`config.mk`:
```
export PLATFORM = sky130hd
export DESIGN_NAME = led_seq_top
export DESIGN_NICKNAME = d
export VERILOG_FILES = /design/src/rtl/led_seq_pkg.sv /design/src/rtl/led_seq_next.sv /design/src/rtl/led_seq_decode.sv /design/src/rtl/led_seq_top.sv
export SDC_FILE = /design/constraint.sdc
export NUM_CORES = 1
export LEC_CHECK = 0
export ABC_CLOCK_PERIOD_IN_PS = 1300
export BUFFER_PORTS_ARGS = -buffer_cell sky130_fd_sc_hd__buf_2
export CELL_PAD_IN_SITES_DETAIL_PLACEMENT = 2
export CELL_PAD_IN_SITES_GLOBAL_PLACEMENT = 2
export CORE_MARGIN = 3
export CORE_UTILIZATION = 25
export DETAILED_ROUTE_END_ITERATION = 6
export PLACE_DENSITY_LB_ADDON = 0.1
export SLEW_MARGIN = 0
export SYNTH_ARGS = -nofsm -noshare
export SYNTH_HDL_FRONTEND = slang
export SYNTH_SLANG_ARGS = --single-unit
```
`constraint.sdc`:
```
create_clock -name clk -period 1.3 [get_ports clk]
set_input_delay 0.39 -clock clk [delete_from_list [all_inputs] [get_ports clk]]
set_output_delay 0.39 -clock clk [all_outputs]
set_load 0.01 [all_outputs]
```
`src/rtl/led_seq_pkg.sv`:
```
package led_seq_pkg;

  localparam int unsigned LED_W   = 3;
  localparam int unsigned STATE_W = 3;

  // Six named states; codes 3'b110 and 3'b111 are unused and recover to idle.
  typedef enum logic [STATE_W-1:0] {
    ST_IDLE    = 3'b000,
    ST_ROT_L   = 3'b001,
    ST_ROT_M   = 3'b010,
    ST_ROT_R   = 3'b011,
    ST_ALT_OUT = 3'b100,
    ST_ALT_MID = 3'b101
  } seq_state_e;

  localparam logic [LED_W-1:0] PAT_DARK  = 3'b000;
  localparam logic [LED_W-1:0] PAT_LEFT  = 3'b100;
  localparam logic [LED_W-1:0] PAT_MID   = 3'b010;
  localparam logic [LED_W-1:0] PAT_RIGHT = 3'b001;
  localparam logic [LED_W-1:0] PAT_OUTER = 3'b101;

endpackage

```
`src/rtl/led_seq_next.sv`:
```
module led_seq_next
  import led_seq_pkg::*;
(
  input  seq_state_e cur,
  input  logic       rst,
  input  logic       step_en,
  input  logic       sel_rotate,
  output seq_state_e nxt
);

  always_comb begin
    nxt = cur;
    if (rst) begin
      nxt = ST_IDLE;
    end else if (step_en) begin
      case (cur)
        ST_IDLE:    nxt = sel_rotate ? ST_ROT_L : ST_ALT_OUT;
        ST_ROT_L:   nxt = ST_ROT_M;
        ST_ROT_M:   nxt = ST_ROT_R;
        ST_ROT_R:   nxt = ST_ROT_L;
        ST_ALT_OUT: nxt = ST_ALT_MID;
        ST_ALT_MID: nxt = ST_ALT_OUT;
        default:    nxt = ST_IDLE;
      endcase
    end
  end

endmodule

```
`src/rtl/led_seq_decode.sv`:
```
module led_seq_decode
  import led_seq_pkg::*;
(
  input  seq_state_e       st,
  output logic [LED_W-1:0] pat
);

  always_comb begin
    case (st)
      ST_ROT_L:   pat = PAT_LEFT;
      ST_ROT_M:   pat = PAT_MID;
      ST_ROT_R:   pat = PAT_RIGHT;
      ST_ALT_OUT: pat = PAT_OUTER;
      ST_ALT_MID: pat = PAT_MID;
      default:    pat = PAT_DARK;
    endcase
  end

endmodule

```
`src/rtl/led_seq_top.sv`:
```
module led_seq_top
  import led_seq_pkg::*;
(
  input  logic             clk,
  input  logic             rst,
  input  logic             step_en,
  input  logic             sel_rotate,
  output logic [LED_W-1:0] led
);

  seq_state_e       state_q;
  seq_state_e       state_d;
  logic [LED_W-1:0] pat_d;
  logic [LED_W-1:0] led_q;

  led_seq_next u_next (
    .cur        (state_q),
    .rst        (rst),
    .step_en    (step_en),
    .sel_rotate (sel_rotate),
    .nxt        (state_d)
  );

  // Decode the next state so the LED register matches the state register.
  led_seq_decode u_dec (
    .st  (state_d),
    .pat (pat_d)
  );

  // Reset is folded into state_d, so both registers clear synchronously.
  always_ff @(posedge clk) begin
    state_q <= state_d;
    led_q   <= pat_d;
  end

  assign led = led_q;

endmodule

```
==> metrics.md <==
| Metric | Value |
|---|---|
| Status | finished, final reports clean |
| Flops & latches, synth | 6 |
| Ys Warns | 0 |
| Placeable Area | approximately 0.0012 mm^2 |
| Switching share of power | roughly 27% |
| Flop pwr share | a little over two fifths |
| Die width | roughly 42 um |
| Worst r2r dst | led[0] |
| Clk pin slew, worst setup/hold paths | 0.05 ns |
| Syn nets | 40 |
| Setup ws final | just over 0.09 ns |
| Worst Path Arrival | approximately 1.4 ns |
| Area occupied by multi-input gates | 186.4 um^2 |
| Gp weighted congestion | 0.7397 |
| Synth unique cells | 25 |
| Critical setup path kind | register to register |
| Power per Cell Area | 1189 mW/mm^2 |
| P_leak | approximately 0.18 nW |
| Worst hold path type | input port to register |
| Clock latency on the worst-skew pair | roughly 0.24 ns |
| Cell Area, Placed | roughly 400 um^2 |
| RSZ-0062 raised after global routing | no |
| TritonCTS clock tree | yes |
| CP required | between 1 and 1.5 ns |
| Final hold slack | 0.4769 ns |
| Setup Buffers After CTS | 0 |
| Vias in the first global route | 320 |
| CTS H-tree lvls | 1 |
| Num CTS Buffers | 3 |
| Final cycle utilization of the critical path | 93.00% |
| DRC Markers | 0 |
| Area leader, netlist | dfxtp_1 |
| DP Worst Slack | -0.06795 ns |
| Fin crit period | about 1.2 ns |
| Synth top area share | between 30 and 40% |
| Site Rows | 12 |
| Comb pwr share | a little over a fifth |
| Port buffer count | 6 |
| Clk sinks | 6 |
| Max Freq | 0.8271 GHz |
| Initial Utilization | approximately 28% |
| Sequential standard cell area | 120.1 um^2 |
| Root Buffer | clkbuf_4 |
| Worst Skew | 0.008814 ns |
| Largest net degree at the start of global routing | 12 |
| Total track usage | 11.43% |
| Mapped cell area | about 330 um^2 |
| Setup-failing EPs final | 0 |
| Final Max Tran Viols | 0 |
| Syn Inst Count | 36 |
| Final WL | 885 um |
| Syn Area/Cell | ~9.2 um^2 |
| Max_slew headroom | between 70% and 80% |
| Antenna Cells | 0 |
| Psw | 0.1356 mW |
| Number of routed nets with antenna violations | 0 |
| Critical Path Start | state_q[0] |
| Hold-fix buffers, CTS | 0 |
| Vias/cell | about 5.0 |
| Crit path max fanout | 2 |
| 1st-iter DRT viols | 1 |
| Maximum clock path buffer count | 2 |
| Detail Placement HPWL | between 700 and 800 um |
| Sequential area share after synthesis | 36.36% |
| P_int | 0.3611 mW |
| Post-CTS resize count | 0 |
| Synth area leaders | dfxtp_1 36%, nand3b_1 4.5%, or4b_4 4.2%, a31oi_1 3.8%, nand2b_1 3.8% |
| Die height | approximately 42 um |
| Internal reg-to-reg setup slack | between 0.09 and 0.1 ns |
| Antenna violations before repair | 0 |
| Global route overflow | 0 |
| Die area | 0.001794 mm^2 |
| Nets | 52 |
| Global-route wire length before repair | 1518 um |
| Final std cell area, no fill | 417.9 um^2 |
| Share of cells above drive strength 1 | between 30% and 40% |
| Vias post-DR | between 300 and 400 |
| Worst-margin pin slew | roughly 0.38 ns |
| # fillers | about 150 |
| Critical Path End | led[0] |
| I/O pins | 7 |
| Worst setup EP type | register |
| Startpoint Class | register |
| Routed len/inst | ~15 um |
| Maximum VDD drop | ~0.33 mV |
| First drt pass iteration count | 3 |
| Worst r2r src | state_q[0] |
| Synthesis-to-finish area growth | 26.52% |
| Reg2Reg Depth | 3 |
| Max-Cap Viols | 0 |
| Clock power share | 34.4% |
| Hold Fails Final Rpt | 0 |
-- state kept, by name, indices dropped and copies added (netlist names) --
name / count
led: 3
state_q: 3
-- placed cells by master, fill, tap and decap left out --
cell type / instances
inv_1: 1
and2b_2: 1
a31oi_1: 2
a211oi_1: 1
nand2b_1: 2
buf_4: 5
or2b_1: 1
mux2i_1: 1
o31ai_1: 1
a22oi_1: 1
dfxtp_1: 6
or4b_4: 1
nor2_1: 2
o211ai_2: 1
nand3b_1: 2
a21oi_1: 2
clkbuf_4: 3
xor2_2: 1
and2b_1: 1
o311ai_0: 1
buf_2: 6
nand3_1: 1
nand2_1: 2
nand4b_1: 1
-- stage by stage --
stage | TNS [ns] | instances | util (%) | power [mW]
3_3_place_gp | -0.07416 | 57 | 33.76 | 0.3236
6_report | 0 | 60 | 35.68 | 0.4967
2_1_floorplan | -0.01808 | 36 | - | 0.2888
5_1_grt | 0 | 60 | 35.68 | 0.5351
3_5_place_dp | -0.1074 | 57 | 33.76 | 0.3306
4_1_cts | 0 | 60 | 35.68 | 0.5088
-- cell usage after synthesis --
master    number
buf_4          1
and2b_2        1
clkbuf_1       1
o211ai_2       1
nand3_1        1
o31ai_1        1
xor2_1         1
nand2b_1       2
or2b_1         1
and2b_1        1
nand2_1        2
or4b_4         1
o311ai_0       1
buf_2          1
nand3b_1       2
a22oi_1        1
nor2_1         2
dfxtp_1        6
nand4b_1       1
buf_6          1
a21oi_1        2
a211oi_1       1
a31oi_1        2
inv_1          1
mux2i_1        1
-- worst min path at each step --
| stage | to | start | cells after the start | slack (ns) |
|---|---|---|---|---|
| after floorplan | state_q[0] | rst | 1 | 0.46 |
| after global placement | led[0] | state_q[2] | 1 | 0.54 |
| after detailed placement | led[0] | state_q[2] | 1 | 0.59 |
| after CTS | led[0] | rst | 3 | 0.47 |
| after global routing | led[0] | rst | 3 | 0.47 |
| final | led[0] | rst | 3 | 0.48 |
-- critical path, stage by stage, from the launching register on --
cell	delay, ns
dfxtp_1	0.33
xor2_2	0.18
or4b_4	0.53
o31ai_1	0.08
-- logic make-up after synthesis --
| family | share of synthesized area [%] |
|---|---|
| multiplexers | 3.030 |
| buffers and inverters | 9.467 |
| flip-flops | 36.37 |
| AND/OR/NAND/NOR | 28.41 |
| AO/OA/AOI/OAI | 20.08 |
| XOR/XNOR | 2.652 |
-- power by group through the flow --
stage / Clock (mW) / Combinational (mW) / Sequential, mW
6_report: 0.171 / 0.107 / 0.218
3_5_place_dp: 0 / 0.108 / 0.222
3_3_place_gp: 0 / 0.103 / 0.220
2_1_floorplan: 0 / 0.0740 / 0.215
4_1_cts: 0.182 / 0.109 / 0.218
5_1_grt: 0.194 / 0.120 / 0.221
-- layout make-up --
| type | count | share of cell area (%) |
|---|---|---|
| Sequential cell | 6 | 28.74 |
| Multi-Input combinational cell | 25 | 44.61 |
| Timing Repair Buffer | 11 | 16.17 |
| Inverter | 1 | 0.8982 |
| Clock buffer | 3 | 5.389 |
| Tap cell | 14 | 4.192 |
-- metal layers --
| metal | routed length (um) | track usage (%) | share of wire [%] |
|---|---|---|---|
| met3 | 45 | 3.433 | 5.1 |
| met2 | 393 | 16.11 | 44 |
| met5 | 0 | 0 | 0 |
| met4 | 5 | 7.453 | 0.56 |
| met1 | 441 | 14.76 | 50 |
(Power assumes the default switching activity.)
